**src/rtl/pcm_tsa_pkg.sv**
```systemverilog
package pcm_tsa_pkg;

    localparam int CH_N     = 8;
    localparam int CH_W     = $clog2(CH_N);
    localparam int SLOT_W   = 7;
    localparam int BYTE_W   = 8;
    localparam int BITPOS_W = $clog2(BYTE_W);
    localparam int LINE_N   = 2;

    localparam logic [6:0] ADDR_TX_ASSIGN = 7'h08;
    localparam logic [6:0] ADDR_RX_ASSIGN = 7'h09;

    typedef enum logic {
        CMD_WRITE = 1'b0,
        CMD_READ  = 1'b1
    } cmd_dir_e;

    typedef struct packed {
        cmd_dir_e   dir;
        logic [6:0] addr;
    } cmd_t;

    // One channel's slot assignment in one direction; also the register byte.
    typedef struct packed {
        logic              hwy;
        logic [SLOT_W-1:0] slot;
    } assign_t;

    typedef struct packed {
        logic                synced;
        logic [SLOT_W-1:0]   slot;
        logic [BITPOS_W-1:0] bitpos;
    } frame_pos_t;

    function automatic assign_t default_assign(input int ch);
        assign_t a;
        a.hwy  = 1'b0;
        a.slot = SLOT_W'(ch);
        return a;
    endfunction

    function automatic logic at_last_bit(input frame_pos_t p);
        return p.bitpos == BITPOS_W'(BYTE_W - 1);
    endfunction

endpackage

```
**src/rtl/pcm_tsa_timer.sv**
```systemverilog
module pcm_tsa_timer
    import pcm_tsa_pkg::*;
(
    input  logic       clk,
    input  logic       rst,
    input  logic       frame_sync,
    output frame_pos_t pos
);

    frame_pos_t pos_q;

    always_ff @(posedge clk) begin
        if (rst) begin
            pos_q <= '0;
        end else if (frame_sync) begin
            pos_q.synced <= 1'b1;
            pos_q.slot   <= '0;
            pos_q.bitpos <= '0;
        end else if (pos_q.synced) begin
            pos_q.bitpos <= pos_q.bitpos + 1'b1;
            if (at_last_bit(pos_q)) begin
                pos_q.slot <= pos_q.slot + 1'b1;
            end
        end
    end

    assign pos = pos_q;

    // the slot only advances on the last bit of a slot
    assert_slot_hold_R3: assert property (@(posedge clk) disable iff (rst)
        (pos_q.synced && !frame_sync && !at_last_bit(pos_q)) |=> $stable(pos_q.slot));

    // after the last bit the next slot begins at bit 0
    assert_slot_step_R3: assert property (@(posedge clk) disable iff (rst)
        (pos_q.synced && !frame_sync && at_last_bit(pos_q))
            |=> (pos_q.bitpos == '0 && pos_q.slot == $past(pos_q.slot) + 1'b1));

endmodule

```
**src/rtl/pcm_tsa_cfg.sv**
```systemverilog
module pcm_tsa_cfg
    import pcm_tsa_pkg::*;
(
    input  logic                   clk,
    input  logic                   rst,
    input  logic                   cfg_valid,
    input  logic [BYTE_W-1:0]      cfg_cmd,
    input  logic [CH_W-1:0]        cfg_chan,
    input  logic [BYTE_W-1:0]      cfg_wdata,
    output logic [BYTE_W-1:0]      cfg_rdata,
    output assign_t [CH_N-1:0]     tx_asg,
    output assign_t [CH_N-1:0]     rx_asg
);

    cmd_t              cmd;
    logic              wr_tx, wr_rx, rd_any;
    assign_t [CH_N-1:0] tx_q, rx_q;
    logic [BYTE_W-1:0] rd_val;

    assign cmd = cmd_t'(cfg_cmd);

    always_comb begin
        wr_tx  = cfg_valid && cmd.dir == CMD_WRITE && cmd.addr == ADDR_TX_ASSIGN;
        wr_rx  = cfg_valid && cmd.dir == CMD_WRITE && cmd.addr == ADDR_RX_ASSIGN;
        rd_any = cfg_valid && cmd.dir == CMD_READ;
        unique case (cmd.addr)
            ADDR_TX_ASSIGN: rd_val = tx_q[cfg_chan];
            ADDR_RX_ASSIGN: rd_val = rx_q[cfg_chan];
            default:        rd_val = '0;
        endcase
    end

    always_ff @(posedge clk) begin
        if (rst) begin
            for (int ch = 0; ch < CH_N; ch++) begin
                tx_q[ch] <= default_assign(ch);
                rx_q[ch] <= default_assign(ch);
            end
            cfg_rdata <= '0;
        end else begin
            if (wr_tx) begin
                tx_q[cfg_chan] <= assign_t'(cfg_wdata);
            end
            if (wr_rx) begin
                rx_q[cfg_chan] <= assign_t'(cfg_wdata);
            end
            if (rd_any) begin
                cfg_rdata <= rd_val;
            end
        end
    end

    assign tx_asg = tx_q;
    assign rx_asg = rx_q;

    // a read command leaves both assignment tables untouched
    assert_read_keeps_tables_R2: assert property (@(posedge clk) disable iff (rst)
        (cfg_valid && cmd.dir == CMD_READ) |=> ($stable(tx_q) && $stable(rx_q)));

    // a command to any other address changes nothing
    assert_foreign_addr_ignored_R2: assert property (@(posedge clk) disable iff (rst)
        (cfg_valid && cmd.addr != ADDR_TX_ASSIGN && cmd.addr != ADDR_RX_ASSIGN)
            |=> ($stable(tx_q) && $stable(rx_q)));

endmodule

```
**src/rtl/pcm_tsa_tx.sv**
```systemverilog
module pcm_tsa_tx
    import pcm_tsa_pkg::*;
(
    input  frame_pos_t                 pos,
    input  assign_t [CH_N-1:0]         tx_asg,
    input  logic [CH_N*BYTE_W-1:0]     tx_samples,
    output logic [LINE_N-1:0]          dx_data,
    output logic [LINE_N-1:0]          dx_oe
);

    logic [BITPOS_W-1:0] msb_idx;
    assign msb_idx = BITPOS_W'(BYTE_W - 1) - pos.bitpos;

    for (genvar ln = 0; ln < LINE_N; ln++) begin : g_line
        logic              hit;
        logic [CH_W-1:0]   win;
        logic [BYTE_W-1:0] win_byte;

        // Scan from the top so the lowest matching channel is kept last.
        always_comb begin
            hit = 1'b0;
            win = '0;
            for (int ch = CH_N - 1; ch >= 0; ch--) begin
                if (pos.synced && tx_asg[ch].slot == pos.slot
                        && tx_asg[ch].hwy == 1'(ln)) begin
                    hit = 1'b1;
                    win = CH_W'(ch);
                end
            end
        end

        assign win_byte   = tx_samples[win*BYTE_W +: BYTE_W];
        assign dx_oe[ln]  = hit;
        assign dx_data[ln] = hit & win_byte[msb_idx];

        // no line is driven before the frame position is synchronised
        always_comb begin
            assert_no_drive_unsynced_R4: assert (pos.synced || !hit);
        end
    end

endmodule

```
**src/rtl/pcm_tsa_rx.sv**
```systemverilog
module pcm_tsa_rx
    import pcm_tsa_pkg::*;
(
    input  logic                       clk,
    input  logic                       rst,
    input  frame_pos_t                 pos,
    input  assign_t [CH_N-1:0]         rx_asg,
    input  logic [LINE_N-1:0]          dr_line,
    output logic [CH_N*BYTE_W-1:0]     rx_bytes,
    output logic [CH_N-1:0]            rx_valid
);

    for (genvar ch = 0; ch < CH_N; ch++) begin : g_chan
        logic [BYTE_W-1:0] shf, hold;
        logic              vld, mine, bit_in;

        assign mine   = pos.synced && rx_asg[ch].slot == pos.slot;
        assign bit_in = dr_line[rx_asg[ch].hwy];

        always_ff @(posedge clk) begin
            if (rst) begin
                shf  <= '0;
                hold <= '0;
                vld  <= 1'b0;
            end else begin
                vld <= 1'b0;
                if (mine) begin
                    shf <= {shf[BYTE_W-2:0], bit_in};
                    if (at_last_bit(pos)) begin
                        hold <= {shf[BYTE_W-2:0], bit_in};
                        vld  <= 1'b1;
                    end
                end
            end
        end

        assign rx_bytes[ch*BYTE_W +: BYTE_W] = hold;
        assign rx_valid[ch]                  = vld;

        // valid follows the eighth bit of a slot
        assert_valid_after_last_bit_R8: assert property (@(posedge clk) disable iff (rst)
            vld |-> ($past(pos.bitpos) == BITPOS_W'(BYTE_W - 1)));

        // valid is a single-cycle pulse
        assert_valid_single_R8: assert property (@(posedge clk) disable iff (rst)
            vld |=> !vld);
    end

endmodule

```
**src/rtl/pcm_slot_assigner.sv**
```systemverilog
module pcm_slot_assigner
    import pcm_tsa_pkg::*;
(
    input  logic                   clk,
    input  logic                   rst,
    input  logic                   frame_sync,
    input  logic                   cfg_valid,
    input  logic [BYTE_W-1:0]      cfg_cmd,
    input  logic [CH_W-1:0]        cfg_chan,
    input  logic [BYTE_W-1:0]      cfg_wdata,
    output logic [BYTE_W-1:0]      cfg_rdata,
    input  logic [CH_N*BYTE_W-1:0] tx_samples,
    output logic [LINE_N-1:0]      dx_data,
    output logic [LINE_N-1:0]      dx_oe,
    input  logic [LINE_N-1:0]      dr_data,
    output logic [CH_N*BYTE_W-1:0] rx_bytes,
    output logic [CH_N-1:0]        rx_valid
);

    frame_pos_t         pos;
    assign_t [CH_N-1:0] tx_asg;
    assign_t [CH_N-1:0] rx_asg;

    pcm_tsa_timer u_timer (
        .clk        (clk),
        .rst        (rst),
        .frame_sync (frame_sync),
        .pos        (pos)
    );

    pcm_tsa_cfg u_cfg (
        .clk       (clk),
        .rst       (rst),
        .cfg_valid (cfg_valid),
        .cfg_cmd   (cfg_cmd),
        .cfg_chan  (cfg_chan),
        .cfg_wdata (cfg_wdata),
        .cfg_rdata (cfg_rdata),
        .tx_asg    (tx_asg),
        .rx_asg    (rx_asg)
    );

    pcm_tsa_tx u_tx (
        .pos        (pos),
        .tx_asg     (tx_asg),
        .tx_samples (tx_samples),
        .dx_data    (dx_data),
        .dx_oe      (dx_oe)
    );

    pcm_tsa_rx u_rx (
        .clk      (clk),
        .rst      (rst),
        .pos      (pos),
        .rx_asg   (rx_asg),
        .dr_line  (dr_data),
        .rx_bytes (rx_bytes),
        .rx_valid (rx_valid)
    );

    // line ownership holds for the whole slot while the tables are unchanged
    assert_owner_steady_in_slot_R5: assert property (@(posedge clk) disable iff (rst)
        (pos.synced && !frame_sync && !at_last_bit(pos) && !cfg_valid)
            |=> $stable(dx_oe));

    // nothing is captured before the first frame sync
    assert_no_capture_unsynced_R4: assert property (@(posedge clk) disable iff (rst)
        !pos.synced |=> (rx_valid == '0));

endmodule

```
**config.mk**
```make
export PLATFORM = sky130hd
export DESIGN_NAME = pcm_slot_assigner
export DESIGN_NICKNAME = d
export VERILOG_FILES = /design/src/rtl/pcm_tsa_pkg.sv /design/src/rtl/pcm_tsa_timer.sv /design/src/rtl/pcm_tsa_cfg.sv /design/src/rtl/pcm_tsa_tx.sv /design/src/rtl/pcm_tsa_rx.sv /design/src/rtl/pcm_slot_assigner.sv
export SDC_FILE = /design/constraint.sdc
export NUM_CORES = 1
export LEC_CHECK = 0
export BUFFER_PORTS_ARGS = -buffer_cell sky130_fd_sc_hd__clkbuf_2
export CAP_MARGIN = 20
export CELL_PAD_IN_SITES_DETAIL_PLACEMENT = 0
export CELL_PAD_IN_SITES_GLOBAL_PLACEMENT = 1
export CORE_ASPECT_RATIO = 1.25
export CORE_UTILIZATION = 48
export DETAILED_ROUTE_END_ITERATION = 12
export GPL_TIMING_DRIVEN = 1
export PLACE_DENSITY = 0.95
export SYNTH_ARGS = -nofsm -noshare
export SYNTH_HDL_FRONTEND = slang
export SYNTH_SLANG_ARGS = --single-unit
```
**constraint.sdc**
```tcl
create_clock -name clk -period 6.7 [get_ports clk]
set_input_delay 1.34 -clock clk [delete_from_list [all_inputs] [get_ports clk]]
set_output_delay 1.34 -clock clk [all_outputs]
set_load 0.005 [all_outputs]
```
## After elaboration in Yosys (flattened, before gate mapping)

Index checks and enable logic that the tools add are counted.

- Word-level logic and storage cells: 231
- Register bits: 275
- Output and inout port bits: 84
- Input bits: 89

- Eq/ne operators: 19
- Reductions and logical operators: 55
- Order comparisons: 11
- Bitwise logic cells: 19
- Add/sub/neg operators: 3
- Muxes and demuxes: 62
- Shift-type cells: 2

Operators with widths:

| kind | number |
|---|---|
| $bwmux W64 | 2 |
| $shiftx A64 B7 Y8 | 2 |
| $eq A7 B7 Y1 | 16 |
| $bmux W8 S3 | 2 |
| $mux W3 | 16 |
| $logic_and A1 B1 Y1 | 37 |
| $mux W1 | 35 |
| $demux W8 S3 | 1 |
| $mux W8 | 3 |
| $reduce_and A2 Y1 | 9 |
| $reduce_or A2 Y1 | 9 |
| $not A1 Y1 | 17 |
| $lt A1 B2 Y1 const B | 8 |
| $pmux W8 S2 | 1 |
| $eq A7 B4 Y1 const B | 2 |
| $lt A3 B4 Y1 const B | 2 |
| $add A7 B1 Y7 const B | 1 |
| $bmux W1 S3 | 2 |
| $add A3 B1 Y3 const B | 1 |
| $eq A3 B3 Y1 const B | 1 |
| $ge A3 B1 Y1 const B | 1 |
| $sub A3 B3 Y3 const A | 1 |
| $and A1 B1 Y1 | 2 |

## Logic depth before layout (Yosys ltp)

- Depth after elaboration: 15
- Depth in mapped cells: 14
- Depth with buffers taken out: 10

## Cells and area by module

A second synthesis with hierarchy kept.

- Cells, all modules: 1,789
- Area total of the unflattened synthesis: 15,523.6 um2

By module, submodules not included:

| module | seq. area each (um2) | cells each | area an instance (um2) | instances |
|---|---|---|---|---|
| pcm_tsa_rx | 2,562.5 | 679 | 6,118.4 | 1 |
| pcm_tsa_cfg | 2,722.6 | 659 | 6,044.5 | 1 |
| pcm_tsa_tx | 0.0 | 400 | 2,880.3 | 1 |
| pcm_tsa_timer | 220.2 | 51 | 480.5 | 1 |

## Worst setup path before layout

OpenSTA, ideal clock, no wires.

- Path kind: reg2out
- Start: register u_timer.pos_q (netlist bit u_timer.pos[3])
- End: output port dx_data[0]
- Buffers on the path: 1
- Slack: 2,208 ps
- Arrival time: 3,152 ps
- Stages on the path, launching flop included: 12
- Data required time: 5,360 ps
- Cell sequence: dfxtp_1 > buf_4 > xnor2_1 > nand4_1 > or4_4 > nor4bb_4 > nor4_4 > mux2_2 > o22a_1 > a31o_2 > o311ai_1 > o31ai_1

- Cells in the longest elaborated chain, start to end: 15
- Elaborated cells on any way between the ends: 44
- Those cells by class: eq/ne (8); shift (1); mux (18); bitwise (1); reduce/logical (16)

RTL lines:

| item | line | text |
|---|---|---|
| start: declaration | pcm_tsa_timer.sv:10 | `frame_pos_t pos_q;` |
| $eq A7 B7 Y1 | pcm_tsa_tx.sv:24 | `if (pos.synced && tx_asg[ch].slot == pos.slot` |
| $logic_and A1 B1 Y1 | pcm_tsa_tx.sv:24 |  |
| $logic_and A1 B1 Y1 | pcm_tsa_tx.sv:25 | `&& tx_asg[ch].hwy == 1'(ln)) begin` |
| $mux W3 (8 in a row) | pcm_tsa_tx.sv:24 |  |
| $shiftx A64 B7 Y8 | pcm_tsa_tx.sv:32 | `assign win_byte = tx_samples[win*BYTE_W +: BYTE_W];` |
| $bmux W1 S3 | pcm_tsa_tx.sv:34 | `assign dx_data[ln] = hit & win_byte[msb_idx];` |
| $mux W1 (implied by the code) | pcm_tsa_tx.sv:34 |  |
| $and A1 B1 Y1 (*) | pcm_tsa_tx.sv:34 |  |
| end: declaration | pcm_slot_assigner.sv:13 | `output logic [LINE_N-1:0] dx_data,` |

Mark *: on every way between the ends. The rest lies on a longest branch, timed or not. The select of a mux whose other input is x is not followed.

## Worst setup path after layout

- Start: register u_timer.pos_q (netlist bit u_timer.pos[9])
- End: output port dx_data[0]

Same word-level chain as after synthesis.

==> qor.yml <==
outcome:
  status: "complete, no violations"
setup_path:
  criticalPathCategory: "register to output pin"
  critical_path.max_fanout: 18
  crit_chain: "xnor2_1 > nand4_1 > or4_4 > nor4bb_4 > nor4_4 > buf_4 > mux2_2 > o22a_1 > a31o_2 > o311ai_1 > o31ai_1 > clkbuf_2"
  start_kind: "register"
  required_ns: 5.36
  cpPeakStageDelay_ns: 1.00
  end_kind: "output pin"
  crit_slowest_cell: "dfxtp_1"
  worstPathArrival_ns: 4.95
placed_design:
  dpl.hpwl_mm: 28.9
  routabilityCongestion: 1.01
  port_buffers: 172
  place_ws_ns: 1.03
  dp.cells: 2018
sta:
  setup-tns-final_ns: 0
  slew_headroom_pct: 24.8
  finalHoldViolations: 0
  timing.final.crit_share_pct: 93.9
  fin_skew_ns: 0.0158
  min_period_ns: 6.29
  worst_slack_ns: 0.407
  fmax_ghz: 0.159
  setup_viol: 0
  slew_violations: 0
  tightest_slew_ns: 1.12
  rsz0062_at_grt: "false"
grt:
  grt.total_usage_pct: 27.6
  grt_overflow_total: 0
  first_global_vias: 12100
  grt_max_degree: 107
  grt_pass1_wl_mm: 64.5
  antenna_found_initial: 0
route:
  vias_per_cell: 5.96
  ant_nets: 0
  first_iter_violations: 1050
  wirelength_mm: 41.2
  dr.pass1.iters: 5
  post_drt_wl_per_cell_um: 19.9
  vias: 12300
  drc: 0
floorplanning:
  die_h_um: 191
  start_util_pct: 49.3
  die-area_sq_mm: 0.0294
  die_w_um: 153
  io_pins: 173
  fp-row-count: 68
  coreArea_sq_mm: 0.0279
power:
  p_int_mw: 2.57
  total_power_mw: 3.33
  combPwrFrac_pct: 5.0
  power_switching_mw: 0.760
  seqPwrFrac_pct: 49.3
  power.density_mw_per_mm2: 214
  clkPwrFrac_pct: 45.6
  vdd_ir_drop_max_mv: 0.173
  switching_share_pct: 22.8
  p_leak_nw: 6.09
logic_synthesis:
  syn_avg_cell_area_sq_um: 8.58
  async_flop_share_pct: 0
  ys_ff_latch: 275
  ys_seq_area_share_pct: 40.0
  ys_types: 69
  synth-main-ff-cell: "dfxtp_1"
  synthesis.nets: 1697
  synth_area_sq_mm: 0.0138
  synthCells: 1605
  synth_edf_count: 0
  yosysWarnings: 0
clock_network:
  cts_buffers: 26
  postCtsSetupBuffers: 0
  cts.sinks: 275
  htree_levels: 1
  cts_resized: 0
  cts_max_path_buffers: 3
  clock_latency_ns: 0.54
  cts_tree: "yes"
  clkTransAtPathRegs_ns: 0.06
  root_buffer: "clkbuf_16"
  cts_hold_buf: 0
flow_run:
  cap_violations: 0
cells_and_area:
  layout-drive-gt1-share_pct: 16.1
  seqCellArea_sq_mm: 0.00551
  final_nets: 1790
  fillers: 2500
  final_cells: 2068
  fin_util_pct: 55.8
  multiInputGateArea_sq_mm: 0.00767
  area_growth_syn_to_layout_pct: 13.1
min_path:
  hp-class: "register to register"
[cells in the mapped netlist, drive strengths merged (14+ instances only)]
master	instances	share of area [%]
nor2	174	4.7
nand2	257	7.0
nor4	20	1.1
xnor2	74	4.7
dfxtp	275	40
a211oi	14	0.80
buf	34	1.7
nand4	23	1.0
mux2i	180	13
a22oi	44	2.4
xor2	44	2.8
clkbuf	93	2.5
mux2	21	1.7
a21oi	110	4.0
and2	14	0.64
nand3	47	1.7
nand3b	27	1.5
[per-stage QoR]
step           hold slack [ns]  cell area (sq um)
2_1_floorplan            0.454              13800
3_3_place_gp             0.469              14700
3_5_place_dp             0.476              14700
4_1_cts                  0.485              15500
5_1_grt                  0.503              15600
6_report                 0.489              15600
[layer usage]
layer,up-vias,wire length [um],GRT usage (%)
li1,5763,-,-
met1,5794,15900,31.9
met2,595,19400,46.9
met3,178,2670,3.47
met4,0,3170,20.8
met5,-,0,0
[layout make-up]
| class | count | area share (%) |
|---|---|---|
| multi-input combinational | 1191 | 49.2 |
| sequential | 275 | 35.3 |
| timing repair buffer | 192 | 6.60 |
| clock buffer | 38 | 4.92 |
| tap | 350 | 2.81 |
| clock inverter | 9 | 0.779 |
| inverter | 12 | 0.289 |
| antenna | 1 | 0.0161 |
[path summary, 6_finish.rpt]
path                            endpoint  slack [ns]  cells past startpoint       startpoint
hold / removal           u_cfg.tx_asg[1]        0.49                      2  u_cfg.tx_asg[1]
setup / recovery              dx_data[0]        0.41                     12   u_timer.pos[9]
hold reg to reg          u_cfg.tx_asg[1]        0.49                      2  u_cfg.tx_asg[1]
setup reg to reg  u_rx.g_chan[7].hold[7]        3.52                      6   u_timer.pos[9]
[cell usage in the layout, fill, tap and decap left out, types with 5 or more instances in the layout]
cell type,instances
clkbuf_8,7
or2_2,5
a211oi_1,13
inv_1,12
clkbuf_16,26
nor2b_1,10
nor4_1,17
o211ai_1,7
dfxtp_1,275
nor3_1,6
xnor2_1,74
nand3b_1,27
and3_1,7
nand4_1,23
nand2_1,257
o22ai_1,6
buf_4,18
a31oi_1,9
mux2i_1,180
a221oi_1,13
a22o_1,12
a22oi_1,44
nand3_1,47
clkbuf_1,5
and2_1,14
a21oi_1,109
nor2_1,174
mux2_2,21
clkbuf_2,171
xor2_1,44
[critical path: cells and delay by family (launching register included)]
family | cells | cell delay (ns)
simple gates | 4 | 1.51
flops | 1 | 1.00
compound gates | 4 | 0.88
buf+inv | 2 | 0.46
mux | 1 | 0.35
xor+xnor | 1 | 0.21
[logic make-up after synthesis]
logic type / after synthesis / synth area share (%)
xor gates and xnor gates: 118 / 7.51
AOI/OAI and AO/OA: 251 / 12.0
muxes: 202 / 15.0
DFF: 275 / 40.0
buffers and inverters: 139 / 4.60
adders and majority gates: 3 / 0.273
and+or+nand+nor: 617 / 20.7
[power groups by stage]
stage | Combinational (mW) | Clock (mW) | Sequential, mW
after detailed placement | 0.163 | 0 | 1.68
after global routing | 0.178 | 1.59 | 1.64
after CTS | 0.164 | 1.53 | 1.64
final | 0.168 | 1.52 | 1.64
after floorplan | 0.0954 | 0 | 1.68
after global placement | 0.161 | 0 | 1.68
[flip-flops by register name, indices dropped and copies added, names as in the netlist]
signal / flops
u_cfg.cfg_rdata: 8
u_timer.pos: 11
u_cfg.rx_asg: 64
u_rx.g_chan.hold: 64
u_cfg.tx_asg: 64
u_rx.g_chan.vld: 8
u_rx.g_chan.shf: 56
(Power assumes the default switching activity.)
